===== src/rtl/vld_pkg.sv =====
package vld_pkg;

    localparam int HW_W  = 16;
    localparam int IW_W  = 32;
    localparam int RW    = 6;
    localparam int OPW   = 3;

    localparam logic [OPW-1:0] OP_NONE = 3'd0;
    localparam logic [OPW-1:0] OP_BR   = 3'd1;
    localparam logic [OPW-1:0] OP_LD   = 3'd2;
    localparam logic [OPW-1:0] OP_ST   = 3'd3;
    localparam logic [OPW-1:0] OP_ADD  = 3'd4;

    // short table, entry 0 in the low slice; lower index wins
    localparam int N16 = 3;
    localparam logic [N16*HW_W-1:0] P16_MASK = {16'h001F, 16'h001F, 16'h000F};
    localparam logic [N16*HW_W-1:0] P16_BITS = {16'h0014, 16'h0004, 16'h0000};
    localparam logic [N16*OPW-1:0]  P16_OP   = {OP_ST, OP_LD, OP_BR};

    // long table
    localparam int N32 = 2;
    localparam logic [N32*IW_W-1:0] P32_MASK = {32'h007F_007F, 32'h0000_000F};
    localparam logic [N32*IW_W-1:0] P32_BITS = {32'h000A_001F, 32'h0000_0008};
    localparam logic [N32*OPW-1:0]  P32_OP   = {OP_ADD, OP_BR};

endpackage


===== src/rtl/vld_match.sv =====
module vld_match #(
    parameter int              W     = 16,
    parameter int              N     = 1,
    parameter logic [N*W-1:0]  MASKS = '0,
    parameter logic [N*W-1:0]  BITS  = '0
) (
    input  logic [W-1:0] word,
    output logic [N-1:0] hit
);
    for (genvar g = 0; g < N; g++) begin : g_ent
        assign hit[g] = ((word & MASKS[g*W +: W]) == BITS[g*W +: W]);
    end
endmodule


===== src/rtl/vld_pick.sv =====
module vld_pick
    import vld_pkg::*;
#(
    parameter int                N   = 1,
    parameter logic [N*OPW-1:0]  OPS = '0
) (
    input  logic [N-1:0]   hit,
    output logic [OPW-1:0] op
);
    always_comb begin
        op = OP_NONE;
        for (int i = N - 1; i >= 0; i--) begin
            if (hit[i]) op = OPS[i*OPW +: OPW];
        end
    end
endmodule


===== src/rtl/vld_fields.sv =====
module vld_fields
    import vld_pkg::*;
#(
    parameter int DATA_W = 32
) (
    input  logic [IW_W-1:0]   word,
    input  logic              is32,
    input  logic [OPW-1:0]    op,
    output logic [RW-1:0]     rd,
    output logic [RW-1:0]     rn,
    output logic [RW-1:0]     rm,
    output logic [DATA_W-1:0] imm,
    output logic [3:0]        cond,
    output logic [1:0]        size
);
    localparam int PAD24 = DATA_W - 24;
    localparam int PAD8  = DATA_W - 8;
    localparam int PAD3  = DATA_W - 3;

    always_comb begin
        rd   = '0;
        rn   = '0;
        rm   = '0;
        imm  = '0;
        cond = '0;
        size = '0;
        case (op)
            OP_BR: begin
                cond = word[7:4];
                if (is32) imm = {{PAD24{word[31]}}, word[31:8]};
                else      imm = {{PAD8{word[15]}}, word[15:8]};
            end
            OP_LD, OP_ST: begin
                rd   = {3'b000, word[15:13]};
                rn   = {3'b000, word[12:10]};
                imm  = {{PAD3{word[9]}}, word[9:7]};
                size = word[6:5];
            end
            OP_ADD: begin
                rd = {word[31:29], word[15:13]};
                rn = {word[28:26], word[12:10]};
                rm = {word[25:23], word[9:7]};
            end
            default: ;
        endcase
    end
endmodule


===== src/rtl/vld_decoder.sv =====
module vld_decoder
    import vld_pkg::*;
#(
    parameter int DATA_W = 32
) (
    input  logic              clk,
    input  logic              rst_n,
    input  logic              hw_valid,
    output logic              hw_ready,
    input  logic [15:0]       hw_data,
    output logic              dec_valid,
    output logic              dec_illegal,
    output logic              dec_len32,
    output logic [2:0]        dec_op,
    output logic [5:0]        dec_rd,
    output logic [5:0]        dec_rn,
    output logic [5:0]        dec_rm,
    output logic [DATA_W-1:0] dec_imm,
    output logic [3:0]        dec_cond,
    output logic [1:0]        dec_size
);
    typedef struct packed {
        logic              pend;
        logic [HW_W-1:0]   lo;
        logic              vld;
        logic              ill;
        logic              l32;
        logic [OPW-1:0]    op;
        logic [RW-1:0]     rd;
        logic [RW-1:0]     rn;
        logic [RW-1:0]     rm;
        logic [DATA_W-1:0] imm;
        logic [3:0]        cond;
        logic [1:0]        size;
    } state_t;

    state_t st_d, st_q;

    logic [N16-1:0]    hit16;
    logic [N32-1:0]    hit32;
    logic [OPW-1:0]    op16, op32, fop;
    logic [IW_W-1:0]   word32, fword;
    logic [RW-1:0]     f_rd, f_rn, f_rm;
    logic [DATA_W-1:0] f_imm;
    logic [3:0]        f_cond;
    logic [1:0]        f_size;

    assign word32 = {hw_data, st_q.lo};

    vld_match #(.W(HW_W), .N(N16), .MASKS(P16_MASK), .BITS(P16_BITS)) i_m16 (
        .word(hw_data), .hit(hit16));
    vld_match #(.W(IW_W), .N(N32), .MASKS(P32_MASK), .BITS(P32_BITS)) i_m32 (
        .word(word32), .hit(hit32));

    vld_pick #(.N(N16), .OPS(P16_OP)) i_p16 (.hit(hit16), .op(op16));
    vld_pick #(.N(N32), .OPS(P32_OP)) i_p32 (.hit(hit32), .op(op32));

    assign fword = st_q.pend ? word32 : {16'h0000, hw_data};
    assign fop   = st_q.pend ? op32   : op16;

    vld_fields #(.DATA_W(DATA_W)) i_fld (
        .word(fword), .is32(st_q.pend), .op(fop),
        .rd(f_rd), .rn(f_rn), .rm(f_rm), .imm(f_imm),
        .cond(f_cond), .size(f_size));

    always_comb begin
        st_d     = st_q;
        st_d.vld = 1'b0;
        if (hw_valid) begin
            if (!st_q.pend && (op16 == OP_NONE)) begin
                st_d.pend = 1'b1;
                st_d.lo   = hw_data;
            end else begin
                st_d.pend = 1'b0;
                st_d.vld  = 1'b1;
                st_d.l32  = st_q.pend;
                st_d.op   = fop;
                st_d.ill  = (fop == OP_NONE);
                st_d.rd   = f_rd;
                st_d.rn   = f_rn;
                st_d.rm   = f_rm;
                st_d.imm  = f_imm;
                st_d.cond = f_cond;
                st_d.size = f_size;
            end
        end
    end

    always_ff @(posedge clk) begin
        if (!rst_n) st_q <= '0;
        else        st_q <= st_d;
    end

    assign hw_ready    = 1'b1;
    assign dec_valid   = st_q.vld;
    assign dec_illegal = st_q.ill;
    assign dec_len32   = st_q.l32;
    assign dec_op      = st_q.op;
    assign dec_rd      = st_q.rd;
    assign dec_rn      = st_q.rn;
    assign dec_rm      = st_q.rm;
    assign dec_imm     = st_q.imm;
    assign dec_cond    = st_q.cond;
    assign dec_size    = st_q.size;
endmodule


===== config.mk =====
export PLATFORM = sky130hd
export DESIGN_NAME = vld_decoder
export DESIGN_NICKNAME = d
export VERILOG_FILES = /design/src/rtl/vld_pkg.sv /design/src/rtl/vld_match.sv /design/src/rtl/vld_pick.sv /design/src/rtl/vld_fields.sv /design/src/rtl/vld_decoder.sv
export SDC_FILE = /design/constraint.sdc
export NUM_CORES = 1
export LEC_CHECK = 0
export CORE_AREA = 2 2 97 71
export CTS_BUF_LIST = sky130_fd_sc_hd__clkbuf_2
export DETAILED_ROUTE_END_ITERATION = 10
export DIE_AREA = 0 0 99 73
export GPL_TIMING_DRIVEN = 0
export PLACE_DENSITY = 0.8
export SLEW_MARGIN = 20
export SYNTH_ARGS = -nofsm -noshare
export SYNTH_HDL_FRONTEND = slang
export SYNTH_SLANG_ARGS = --single-unit

===== constraint.sdc =====
create_clock -name clk -period 2.55 [get_ports clk]
set_input_delay 0.765 -clock clk [delete_from_list [all_inputs] [get_ports clk]]
set_output_delay 0.765 -clock clk [all_outputs]
set_load 0.01 [all_outputs]

==> Word-level counts from Yosys, hierarchy flattened <==
Cells that the tools add are included.
{ "totals": {"ram_bits": 0, "output_inout_bits": 63, "latchBits": 0, "rom_bits": 0, "reg_bits": 79, "mem_count": 0} }
{ "op_classes": {"mul": 0, "n_div": 0, "n_addsub": 0, "magnitude_cmp": 0, "bitwise_logic": 1, "shift": 0, "n_reduce_logical": 9, "eq_ne": 8, "muxes": 16} }
{ "ops": {"columns": ["op", "n"], "rows": [
  ["$mux W32", 2],
  ["$pmux W32 S2", 1],
  ["$mux W62", 1],
  ["$pmux W6 S2", 2],
  ["$logic_not A16 Y1", 1],
  ["$eq A14 B11 Y1 const B", 1],
  ["$mux W3", 3],
  ["$mux W2", 4],
  ["$eq A3 B2 Y1 const B", 2],
  ["$logic_not A3 Y1", 2],
  ["$mux W6", 1],
  ["$reduce_and A2 Y1", 3],
  ["$eq A5 B3 Y1 const B", 1],
  ["$eq A5 B5 Y1 const B", 1],
  ["$eq A4 B4 Y1 const B", 1],
  ["$mux W4", 1],
  ["$eq A3 B1 Y1 const B", 1],
  ["$eq A3 B3 Y1 const B", 1],
  ["$reduce_or A2 Y1", 1],
  ["$logic_and A1 B1 Y1", 1],
  ["$logic_not A1 Y1", 1],
  ["$mux W1", 1],
  ["$not A1 Y1", 1]
]} }

==> Depth between registers and ports, before layout <==
{ "logic_depth": {"depth_word": 9, "depth_mapped": 7} }

==> Modules after synthesis <==
From an unflattened synthesis, not the netlist that was laid out.
{ "unflattened": {"cells_unflattened": 438, "area_unflattened_um2": 4155.2} }
{ "modules_own_cells": {"columns": ["mod", "instances", "cells_per_inst", "area_per_inst_um2", "seq_area_each_um2"], "rows": [
  ["vld_decoder", 1, 323, 3313.2, 1581.5],
  ["vld_fields", 1, 95, 674.4, 0.0],
  ["vld_match at i_m32", 1, 6, 55.1, 0.0],
  ["vld_match at i_m16", 1, 4, 50.0, 0.0],
  ["vld_pick at i_p32", 1, 4, 32.5, 0.0],
  ["vld_pick at i_p16", 1, 6, 30.0, 0.0]
]} }

==> Least setup slack after synthesis <==
OpenSTA, ideal clock, no wires.
{ "synth_path": {"path_kind": "input-to-reg", "from": "input port hw_data[0]", "to": "register st_q (netlist bit dec_op[0])", "arrival_time_ns": 1.963, "t_required_ns": 2.433, "slack_ns": 0.470, "path_stages": 6, "path_cell_list": "or3_1 -> buf_4 -> a31o_1 -> buf_6 -> buf_6 -> a22o_1"} }
{ "synth_between": {"elab_chain_cells": 8, "word_cells_on_any_way": 11, "classes_between": "eq/ne (2); mux (4); bitwise (1); reduce/logical (4)"} }
{ "synth_rtl": {"columns": ["item", "line", "text"], "rows": [
  ["start: declaration", "vld_decoder.sv:10", "input logic [15:0] hw_data,"],
  ["$eq A5 B5 Y1", "vld_match.sv:11", "assign hit[g] = ((word & MASKS[g*W +: W]) == BITS[g*W +: W]);"],
  ["$mux W2 (2 in series)", "vld_pick.sv:13", "if (hit[i]) op = OPS[i*OPW +: OPW];"],
  ["$mux W2 (*)", "vld_pick.sv:13", null],
  ["$logic_not A3 Y1", "vld_decoder.sv:70", "if (!st_q.pend && (op16 == OP_NONE)) begin"],
  ["$logic_and A1 B1 Y1", "vld_decoder.sv:70", null],
  ["$not A1 Y1 (no source line)", null, null],
  ["$reduce_and A2 Y1 (no source line)", null, null],
  ["end signal: assignment", "vld_decoder.sv:91", "else st_q <= st_d;"],
  ["end: declaration", "vld_decoder.sv:37", "state_t st_d, st_q;"]
]} }
Mark *: on every way between the ends. The rest lies on a longest branch, timed or not.
A chain may end at the register's enable or synchronous reset.

==> results.cfg <==
[critical_path]
path_delay_family = buffers and inverters
crit_chain = buf_4 -> clkdlybuf4s50_1
criticalPathCategory = reg -> out
cpMaxStageDelayCell = clkdlybuf4s50_1
cp.buffers_inverters = 2
crit_path_end_kind = output pin
worstPathArrival_ns = 1.64
required_ns = 1.79
startpoint_type = flip-flop
cp_slowest_stage_delay_ns = 0.53
crit_path_max_fanout = 10

[floorplanning]
start_util_pct = 47.26
die_area_mm2 = 0.007227
row_count = 25
die_height_um = 73
core_area_mm2 = 0.006412
die_width_um = 99
io_pins = 82

[timing]
setup_viol = 0
slew-limit-headroom_pct = 51.67
slew_viol_final = 0
fmax_mhz = 416.4
finalClockSkew_ns = 0.04373
finalCritPeriodShare_pct = 94.19
worst_slew_pin_slew_ns = 0.7190
period_minus_slack_ns = 2.402
worst_slack_ns = 0.1483
hold_viol_final = 0
rsz0062_at_grt = false

[final_layout]
diodes = 0
area_delta_synth_final_pct = 34.19
layout.cells.non_filler = 531
fin_util_pct = 63.41
stdcell_area_mm2 = 0.004066
final_common_cell = nand2_1
layout-drive-gt1-share_pct = 12.44
final_cell_mix = nand2_1, clkdlybuf4s50_1, dfxtp_1, nand3_1, a21oi_1
fillCellCount = 555
nNetsFinal = 464

[placement]
place_ws_ns = -0.3094
placed_area_mm2 = 0.003923
hpwl_um = 6220
placedCellCount = 515
place_congestion = 0.8988
io_buffer_count = 79

[detailed_routing]
final_antenna_net_count = 0
drt_iter0_drc = 267
wl_per_cell_um = 16.33
remaining_drc_errors = 0
routed_wl_um = 8670
drt_pass1_iterations = 5
viasPerCell = 5.471
num_vias = 2905

[synth]
synth_edf_count = 0
synthAdderAreaFrac_pct = 0
synth_ff_type = dfxtp_1
synth_xor_area_share_pct = 0
synth_nets = 374
synth_cells = 355
synth_warnings = 0
ys_async_sr_fraction_pct = 0
avgSynthCellArea_um2 = 8.536
ys_types = 40
synth.cell_area_mm2 = 0.003030
ys_ff_latch = 71
yosys-mux-area-fraction_pct = 2.973
synth_compound_area_share_pct = 22.54
seq_area_frac_synth_pct = 46.90
synth-simple-area-share_pct = 20.19
synth_top_family_by_area = compound AO/OA/AOI/OAI gates

[grt]
grt_pass1_wl_um = 13770
track_usage_pct = 24.66
grt-ovfl-total = 0
grt_max_degree = 14
antenna_found_initial = 0
grt_pass1_vias = 2631

[clocking]
cts-root-buf = clkbuf_2
worstSkewPairLatency_ns = 0.54
cts.htree.levels = 3
cts_made_buffers = 9
cts_hold_buf = 0
clk_transition_reported_paths_ns = 0.21
cts_max_path_buffers = 2
cts_tree = built
post_cts_buffers = 0
cts_sinks = 71

[pwr]
p_total_w = 0.002360
irDropWorstVdd_uv = 289.3
p_per_area_mw_per_mm2 = 580.3
power.leakage_nw = 1.597

[run]
maxCapViolations = 0

[worst_hold_path]
hold_path_class = reg -> reg

[run_status]
run_status = completed
worst register-to-register path: stages (launching register included):
cell	delay, ns
dfxtp_1	0.37
or3_1	0.37
nor4_2	0.55
and3_1	0.24
buf_2	0.19
a22o_1	0.15
final cells by class:
cell class | count | area [um^2] | share of cell area [%]
flip-flops and latches | 71 | 1425 | 35.05
multi-input cells | 244 | 1389 | 34.15
repair buffers | 79 | 790.8 | 19.45
plain buffers | 35 | 201.4 | 4.954
well taps | 81 | 101.3 | 2.492
clock inverters | 7 | 95.09 | 2.338
clock buffers | 9 | 45.04 | 1.108
inverters | 5 | 18.77 | 0.4615
power by group:
part | internal (W) | switching (W)
logic | 0.000193 | 0.000232
clock network | 0.000326 | 0.000425
registers | 0.00116 | 0.0000289
total | 0.00167 | 0.000686
registers in the layout, summed over array words and instances (netlist names):
register	flops
dec_imm	24
st_q	17
dec_rd	6
dec_rm	6
dec_rn	6
dec_cond	4
dec_op	3
dec_size	2
dec_illegal	1
dec_len32	1
dec_valid	1
per-stage QoR:
stage | setup TNS [ns] | hold WS (ns)
after detailed placement | -9.285 | 0.4375
after global routing | 0 | 0.4831
after global placement | -8.809 | 0.4325
after floorplan | 0 | 0.4351
final | 0 | 0.4562
after CTS | 0 | 0.4592
cells by family (layout without fill, tap and decap cells):
kind of cell	Yosys count	count (layout)
compound gates	100	100
buf+inv	40	135
flops	71	71
mux	8	8
other cells	1	1
simple gates	135	135
cells in the mapped netlist, types with 5 or more instances:
cell type | number | area, um^2
a21boi_1 | 11 | 82.58
inv_1 | 5 | 18.77
clkbuf_1 | 9 | 33.78
a21o_1 | 12 | 90.09
a21boi_0 | 7 | 52.55
o21ai_1 | 12 | 60.06
nand2_1 | 92 | 345.3
buf_2 | 14 | 70.07
buf_4 | 10 | 75.07
a21oi_1 | 17 | 85.08
nand3_1 | 18 | 90.09
o21ai_0 | 16 | 80.08
dfxtp_1 | 71 | 1421
mux2_2 | 8 | 90.09
a22o_1 | 10 | 87.58
layer usage:
| layer | GRT usage, % | up-vias | routed length (um) |
|---|---|---|---|
| li1 | - | 1401 | - |
| met1 | 35.35 | 1318 | 3925 |
| met2 | 35.36 | 172 | 3690 |
| met3 | 9.004 | 14 | 956 |
| met4 | 6.088 | 0 | 98 |
| met5 | 0 | - | 0 |
worst paths after layout:
| check | start | depth (start not counted) | slack [ns] | end |
|---|---|---|---|---|
| setup / recovery | dec_imm[30] | 2 | 0.15 | dec_imm[29] |
| hold / removal | dec_op[1] | 2 | 0.46 | dec_op[1] |
| setup reg to reg | st_q[68] | 5 | 0.62 | dec_rm[5] |
| hold reg to reg | dec_op[1] | 2 | 0.46 | dec_op[1] |
timing repair:
action	in CTS	in global routing
pin swaps	0	0
endpoints found under the setup margin	8	2
gates resized for setup	1	1
Power figures use the tool's default switching activity.
